--- src/rtl/ddr_wr_pkg.sv ---
// Package ddr_wr_pkg
// Shared helper for the DDR write data rate adapter.
// Assumes the memory beat count per local word is a power of two.
package ddr_wr_pkg;
    // Beats per local word for the selected rate mode
    function automatic int beats_per_word(input bit half_rate);
        return half_rate ? 4 : 2;
    endfunction
endpackage

--- src/rtl/ddr_addr_split.sv ---
// Module ddr_addr_split
// Splits a local word address into row, bank and column fields.
// The column gets DROP zero bits appended at its low end.
// Assumes address layout {row, bank, column-high-bits}.
module ddr_addr_split #(
    parameter int ROW_W  = 13,
    parameter int BANK_W = 2,
    parameter int COL_W  = 10,
    parameter int DROP   = 1,
    localparam int COLH_W = COL_W - DROP,
    localparam int ADDR_W = ROW_W + BANK_W + COLH_W
) (
    input  logic [ADDR_W-1:0] addr,
    output logic [ROW_W-1:0]  row,
    output logic [BANK_W-1:0] bank,
    output logic [COL_W-1:0]  col
);
    // Field extraction; the low column bits are rebuilt as zeros
    always_comb begin
        row  = addr[ADDR_W-1 -: ROW_W];
        bank = addr[COLH_W +: BANK_W];
        col  = {addr[COLH_W-1:0], {DROP{1'b0}}};
    end
endmodule

--- src/rtl/ddr_beat_ctrl.sv ---
// Module ddr_beat_ctrl
// Beat sequencer: tracks the beat counter and busy state, and produces the
// local-side ready and the load strobe. Ready is high when idle or on the
// final beat, so words stream back to back.
// Assumes RATIO is a power of two, 2 or greater.
module ddr_beat_ctrl #(
    parameter int RATIO = 2,
    localparam int IDX_W = $clog2(RATIO)
) (
    input  logic             clk,
    input  logic             rst_n,
    input  logic             in_valid,
    output logic             in_ready,
    output logic             load,
    output logic             busy,
    output logic [IDX_W-1:0] beat
);
    logic last;

    // Decode of the final beat and the handshake
    always_comb begin
        last     = busy && (beat == IDX_W'(RATIO - 1));
        in_ready = !busy || last;
        load     = in_valid && in_ready;
    end

    // Beat counter and busy flag, synchronous active-low reset
    always_ff @(posedge clk) begin
        if (!rst_n) begin
            busy <= 1'b0;
            beat <= '0;
        end else if (load) begin
            busy <= 1'b1;
            beat <= '0;
        end else if (last) begin
            busy <= 1'b0;
            beat <= '0;
        end else if (busy) begin
            beat <= beat + 1'b1;
        end
    end


    load_starts_burst_chk: assert property (@(posedge clk) disable iff (!rst_n)
        load |=> (busy && beat == '0));


    beat_advance_chk: assert property (@(posedge clk) disable iff (!rst_n)
        (busy && !in_ready) |=> (busy && beat == $past(beat) + 1'b1));


    ready_blocked_mid_chk: assert property (@(posedge clk) disable iff (!rst_n)
        (busy && beat != IDX_W'(RATIO - 1)) |-> !in_ready);
endmodule

--- src/rtl/ddr_lane_select.sv ---
// Module ddr_lane_select
// Picks the memory-width data slice and inverts the matching byte enables
// into an active-low mask for the current beat. Lowest slice is beat 0.
// While idle it drives zero data and an all-ones (blocking) mask.
module ddr_lane_select #(
    parameter int MEM_DW = 16,
    parameter int RATIO  = 2,
    localparam int MEM_DM = MEM_DW / 8,
    localparam int LOC_DW = MEM_DW * RATIO,
    localparam int LOC_BE = MEM_DM * RATIO,
    localparam int IDX_W  = $clog2(RATIO)
) (
    input  logic [LOC_DW-1:0] word,
    input  logic [LOC_BE-1:0] be,
    input  logic [IDX_W-1:0]  beat,
    input  logic              busy,
    output logic [MEM_DW-1:0] dq,
    output logic [MEM_DM-1:0] dm
);
    logic [MEM_DW-1:0] dq_lane [RATIO];
    logic [MEM_DM-1:0] dm_lane [RATIO];

    for (genvar g = 0; g < RATIO; g++) begin : g_lane
        assign dq_lane[g] = word[g*MEM_DW +: MEM_DW];
        assign dm_lane[g] = ~be[g*MEM_DM +: MEM_DM];
    end

    // Beat multiplexer with idle masking
    always_comb begin
        dq = busy ? dq_lane[beat] : '0;
        dm = busy ? dm_lane[beat] : '1;
    end
endmodule

--- src/rtl/ddr_wdata_adapter.sv ---
// Module ddr_wdata_adapter (top)
// DDR write data rate adapter. Holds each accepted local word and plays it
// out as RATIO memory beats, least significant slice first, with masks that
// are the inverse of the byte enables. The row, bank and column come from
// the held address and stay fixed for the whole word.
// Assumes MEM_DW is a multiple of 8. Reset is synchronous and active low.
module ddr_wdata_adapter #(
    parameter bit HALF_RATE = 1'b0,
    parameter int MEM_DW    = 16,
    parameter int ROW_W     = 13,
    parameter int BANK_W    = 2,
    parameter int COL_W     = 10,
    localparam int RATIO  = ddr_wr_pkg::beats_per_word(HALF_RATE),
    localparam int DROP   = $clog2(RATIO),
    localparam int MEM_DM = MEM_DW / 8,
    localparam int LOC_DW = MEM_DW * RATIO,
    localparam int LOC_BE = MEM_DM * RATIO,
    localparam int ADDR_W = ROW_W + BANK_W + COL_W - DROP
) (
    input  logic              clk,
    input  logic              rst_n,
    input  logic              in_valid,
    output logic              in_ready,
    input  logic [ADDR_W-1:0] in_addr,
    input  logic [LOC_DW-1:0] in_data,
    input  logic [LOC_BE-1:0] in_be,
    output logic              out_valid,
    output logic [MEM_DW-1:0] out_dq,
    output logic [MEM_DM-1:0] out_dm,
    output logic [ROW_W-1:0]  out_row,
    output logic [BANK_W-1:0] out_bank,
    output logic [COL_W-1:0]  out_col
);
    localparam int IDX_W = $clog2(RATIO);

    logic              load;
    logic              busy;
    logic [IDX_W-1:0]  beat;
    logic [LOC_DW-1:0] hold_data;
    logic [LOC_BE-1:0] hold_be;
    logic [ADDR_W-1:0] hold_addr;

    ddr_beat_ctrl #(.RATIO(RATIO)) u_ctrl (
        .clk      (clk),
        .rst_n    (rst_n),
        .in_valid (in_valid),
        .in_ready (in_ready),
        .load     (load),
        .busy     (busy),
        .beat     (beat)
    );

    // Holding register for the word being sent
    always_ff @(posedge clk) begin
        if (!rst_n) begin
            hold_data <= '0;
            hold_be   <= '0;
            hold_addr <= '0;
        end else if (load) begin
            hold_data <= in_data;
            hold_be   <= in_be;
            hold_addr <= in_addr;
        end
    end

    ddr_lane_select #(.MEM_DW(MEM_DW), .RATIO(RATIO)) u_lanes (
        .word (hold_data),
        .be   (hold_be),
        .beat (beat),
        .busy (busy),
        .dq   (out_dq),
        .dm   (out_dm)
    );

    ddr_addr_split #(
        .ROW_W(ROW_W), .BANK_W(BANK_W), .COL_W(COL_W), .DROP(DROP)
    ) u_split (
        .addr (hold_addr),
        .row  (out_row),
        .bank (out_bank),
        .col  (out_col)
    );

    // Beat valid follows the sequencer's busy state
    always_comb out_valid = busy;


    first_slice_low_chk: assert property (@(posedge clk) disable iff (!rst_n)
        load |=> (out_dq == $past(in_data[MEM_DW-1:0])));


    first_mask_inverted_chk: assert property (@(posedge clk) disable iff (!rst_n)
        load |=> (out_dm == ~$past(in_be[MEM_DM-1:0])));


    addr_steady_chk: assert property (@(posedge clk) disable iff (!rst_n)
        (out_valid && !in_ready) |=> ($stable(out_row) && $stable(out_bank) && $stable(out_col)));


    always_comb begin
        idle_mask_chk: assert (out_valid || (&out_dm && out_dq == '0));
    end
endmodule

--- config.mk ---
export PLATFORM = sky130hd
export DESIGN_NAME = ddr_wdata_adapter
export DESIGN_NICKNAME = d
export VERILOG_FILES = /design/src/rtl/ddr_wr_pkg.sv /design/src/rtl/ddr_addr_split.sv /design/src/rtl/ddr_beat_ctrl.sv /design/src/rtl/ddr_lane_select.sv /design/src/rtl/ddr_wdata_adapter.sv
export SDC_FILE = /design/constraint.sdc
export NUM_CORES = 1
export LEC_CHECK = 0
export ABC_AREA = 1
export BUFFER_PORTS_ARGS = -buffer_cell sky130_fd_sc_hd__buf_4
export CAP_MARGIN = 20
export CORE_ASPECT_RATIO = 0.9
export CORE_MARGIN = 2
export CORE_UTILIZATION = 49
export CTS_CLUSTER_SIZE = 12
export DETAILED_ROUTE_END_ITERATION = 12
export GPL_TIMING_DRIVEN = 0
export HOLD_SLACK_MARGIN = 0.03
export PLACE_DENSITY = 0.75
export SLEW_MARGIN = 20
export SYNTH_ARGS = -nofsm -noshare
export SYNTH_HDL_FRONTEND = slang
export SYNTH_SLANG_ARGS = --single-unit
--- constraint.sdc ---
create_clock -name clk -period 1.4 [get_ports clk]
set_input_delay 0.28 -clock clk [delete_from_list [all_inputs] [get_ports clk]]
set_output_delay 0.28 -clock clk [all_outputs]
set_load 0.01 [all_outputs]
# Word-level counts from Yosys, hierarchy flattened
# Cells that the tools add are included.
# W data, S select, Z words.
# word_totals
ff_bits	62
input_bits	63
out_inout_bits	45
word_cells	27
# classes
n_addsub	1
n_lt_le_gt_ge	1
mux	10
bitwise_logic	4
n_reduce_logical	6
# op_table
cell	count
$mux W16	4
$mux W2	4
$not A2 Y2	2
$reduce_or A3 Y1	1
$ge A2 B2 Y1 const B	1
$logic_and A1 B1 Y1	2
$mux W1	2
$not A1 Y2	1
$reduce_bool A2 Y1	1
$add A1 B1 Y1 const B	1
$logic_not A1 Y1	1
$logic_or A1 B1 Y1	1
$not A1 Y1	1

# Depth between registers and ports, before layout
# depth
word_depth	5
ltp_mapped	7
ltp_nobuf	5

# By module
# A second synthesis with hierarchy kept.
# hier_totals
cells_unflattened	514
area_unflattened_um2	3119.2
# modules_own_cells
module	instances	cells_each	area_per_inst_um2	seq_area_each_um2
ddr_wdata_adapter	1	380	2434.8	1201.2
ddr_lane_select	1	97	404.1	0.0
ddr_addr_split	1	26	191.4	0.0
ddr_beat_ctrl	1	11	88.8	40.0

# Least setup slack after synthesis
# OpenSTA, ideal clock, no wires.
# synth_path
path_type	reg2out
start	register u_ctrl.busy
end	output out_dq[10]
arrival_time_ns	1.012
required_time_ns	1.120
setup_slack_ns	0.108
stages_incl_launch_ff	6
path_buffers	1
cell_sequence	dfxtp_1 -> nand2_1 -> clkinv_1 -> buf_2 -> nand2_1 -> nand2_1
# synth_via
elab_chain_cells	1
# synth_lines
item	line	text
start: declaration	ddr_beat_ctrl.sv:15	output logic busy,
start signal: assignment	ddr_beat_ctrl.sv:30	busy <= 1'b0;
start signal: assignment	ddr_beat_ctrl.sv:33	busy <= 1'b1;
start signal: assignment	ddr_beat_ctrl.sv:36	busy <= 1'b0;
$mux W16	ddr_lane_select.sv:30	dq = busy ? dq_lane[beat] : '0;
end: declaration	ddr_wdata_adapter.sv:28	output logic [MEM_DW-1:0] out_dq,
# Every way passes these cells.

# Final worst setup path
# layout_path
start	register u_ctrl.beat
end	output out_dq[11]
# layout_via
elab_chain_cells	5
# layout_lines
item	line	text
start: declaration	ddr_beat_ctrl.sv:16	output logic [IDX_W-1:0] beat
start signal: assignment	ddr_beat_ctrl.sv:39	beat <= beat + 1'b1;
$not A1 Y2 (implied by the code)	ddr_lane_select.sv:30	
$mux W16 (implied by the code) (3 in a row)	ddr_lane_select.sv:30	
$mux W16	ddr_lane_select.sv:30	
# Every way passes these cells. The select of a mux whose other input is x is not followed.

==> flow_metrics.tcl <==
set metrics [dict create \
    synth_warnings 0 \
    arrival_ns 1.33 \
    die-area_um2 6723 \
    final_area_um2 4588 \
    critPathLaunchType "register" \
    wl_per_cell_um 14.61 \
    fmax_mhz 620.4 \
    clkLatencyLatePin_ns 0.34 \
    syn-instance-count 463 \
    netlist_top_cells_count "nand2_1 (109), a21oi_1 (64), inv_1 (64), dfxtp_1 (62), nor2_1 (62)" \
    core.rowCount 26 \
    status "finished with violations" \
    port_buffers 104 \
    die_y_um 77.99 \
    critPathCaptureType "primary output" \
    synth_edf_count 0 \
    root_buffer "clkbuf_8" \
    first_global_vias 2999 \
    htree_levels 3 \
    gr-total-overflow 0 \
    netlist-cell-type-count 16 \
    drv_slew 0 \
    drt-initial-drc-count 275 \
    avgSynthCellArea_um2 6.437 \
    crit_chain "inv_2 -> nand2_8 -> inv_8 -> buf_8 -> nand2_1 -> nand2_4 -> buf_6" \
    io_pins 108 \
    hold_viol 0 \
    clock_skew_ns 0.003895 \
    nets 659 \
    fp.dieW_um 86.21 \
    min_period_over_period_pct 115.1 \
    core_um2 5791 \
    powerDensity_nw_per_um2 1022 \
    placed_area_um2 3849 \
    numCtsBuffers 9 \
    synth_seq_area_share_pct 41.65 \
    grt_setup_unrepaired "true" \
    area_growth_pct 53.95 \
    synth_top_area_cell "dfxtp_1" \
    setup_violations 22 \
    drc_errors 0 \
    synth_area_um2 2980 \
    fin_crit_ns 1.612 \
    worstSetupPathType "reg2out" \
    p_leak_nw 2.520 \
    start_util_pct 51.47 \
    first_pass_iters 5 \
    crit_slowest_cell "dfxtp_2" \
    netlist.area_leader.share_pct 41.65 \
    setup_ws_ns -0.2119 \
    grt_max_degree 20 \
    instances_no_fill 670 \
    ys_top_cells_by_area "dfxtp_1 (42%), nand2_1 (14%), a21oi_1 (11%), nand3_1 (10%), inv_1 (8.1%)" \
    drv_cap 0 \
    drive_above_1_share_pct 37.00 \
    cts.path.max_buffers 2 \
    fin_setup_tns_ns -3.316 \
    syn_nets 526 \
    cp_data_required_time_ns 1.12 \
    yosysMostFrequentCell "nand2_1" \
    dr_total_vias 3493 \
    cts_tree "done" \
    ctsHoldBuffers 0 \
    worstPathMaxFanout 5 \
    grt_pass1_wl_um 14100 \
    irDropWorstVdd_mv 0.6248 \
    track_usage_pct 26.44 \
    violations "setup timing" \
    dp_hpwl_um 5789 \
    antenna_found_initial 0 \
    clkTransAtPathRegs_ns 0.07 \
    final_util_pct 79.24 \
    n_antenna_cell 0 \
    finalWirelength_um 9787 \
    numClockSinks 62 \
    placed_cells 637 \
    async_flop_share_pct 0 \
    worst_path_largest_cell_delay_ns 0.34 \
    hp-class "in2reg" \
    synth_ff_type "dfxtp_1" \
    via_per_inst 5.213 \
    ant_nets 0 \
    gp_congestion 0.8115 \
    ys_ff_latch 62 \
]
==> logic make-up (layout without fill, tap and decap cells) <==
kind of cell,after synthesis,in the layout,synth area share (%)
AND/OR/NAND/NOR,233,233,32.16
other,1,1,0.1258
buffers and inverters,103,240,15.32
AO/OA/AOI/OAI,64,64,10.75
flip-flops,62,62,41.65
==> flip-flops by register name (all words and copies together) (netlist names) <==
name and flops:
hold_addr 24, u_ctrl.beat 1, u_ctrl.busy 1, hold_be 4, hold_data 32
==> path summary, 6_finish.rpt <==
path / startpoint / endpoint / slack (ns) / cells after the start
worst min register to register: hold_addr[21]$_SDFFE_PN0P_ / hold_addr[21]$_SDFFE_PN0P_ / 0.48 / 2
worst min-delay path: in_addr[21] / hold_addr[21]$_SDFFE_PN0P_ / 0.25 / 5
worst max-delay path: u_ctrl.beat$_SDFFE_PP0P_ / out_dq[11] / -0.21 / 7
worst max register to register: u_ctrl.beat$_SDFFE_PP0P_ / hold_addr[14]$_SDFFE_PN0P_ / -0.05 / 8
==> layer usage <==
layer / GRT usage, % / wire length [µm] / vias to the layer above
li1: - / - / 1687
met1: 35.36 / 4020 / 1629
met2: 40.85 / 4813 / 157
met3: 8.404 / 749 / 20
met4: 7.813 / 203 / 0
met5: 0 / 0 / -
==> worst max-delay path: cells and delay by family (launching register included) <==
kind	cells	cell delay [ns]
buffers and inverters	4	0.40
flip-flops	1	0.34
AND/OR/NAND/NOR	3	0.25
==> final cells by class <==
class                   count  area [µm²]
clock inverters             4       47.55
multi-input cells         298        1526
repair buffers            123        1039
clock buffers              11       141.4
inverters                  67       266.5
plain buffers              35       234.0
well taps                  70       87.58
flip-flops and latches     62        1246
fillers                   424        1202
==> metrics by stage <==
step           power [mW]  setup slack (ns)  hold slack, ns
2_1_floorplan       2.551            0.1080          0.4516
3_3_place_gp        2.921           -0.1450          0.4589
3_5_place_dp        2.941           -0.1582          0.4681
4_1_cts             4.556           -0.1630          0.2389
5_1_grt             4.896           -0.2382          0.2542
6_report            4.688           -0.2119          0.2471
==> where the power goes <==
part           internal [mW]  switching [mW]  total (mW)
sequential              1.92           0.118        2.03
combinational          0.547           0.565        1.11
clock                  0.855           0.686        1.54
==> repair_timing <==
item,CTS,global route
cloned,2,0
gates resized for setup,74,43
pin swaps,17,3
setup buffers,8,9
setup endpoints to repair,19,19
==> layout by cell type, fill, tap and decap left out, types with 2 or more instances in the layout <==
| cell type | n |
|---|---|
| nand2_4 | 14 |
| nor2_1 | 60 |
| clkbuf_1 | 10 |
| nor2_4 | 2 |
| buf_4 | 104 |
| clkbuf_8 | 10 |
| nand3_1 | 60 |
| inv_8 | 2 |
| a21oi_2 | 11 |
| a21oi_1 | 52 |
| nand2_2 | 25 |
| buf_8 | 3 |
| buf_12 | 2 |
| nand2_1 | 70 |
| buf_6 | 24 |
| inv_1 | 64 |
| dfxtp_1 | 60 |
| buf_2 | 14 |
| clkinv_2 | 2 |
No activity file was read; power rests on OpenSTA's default activity.
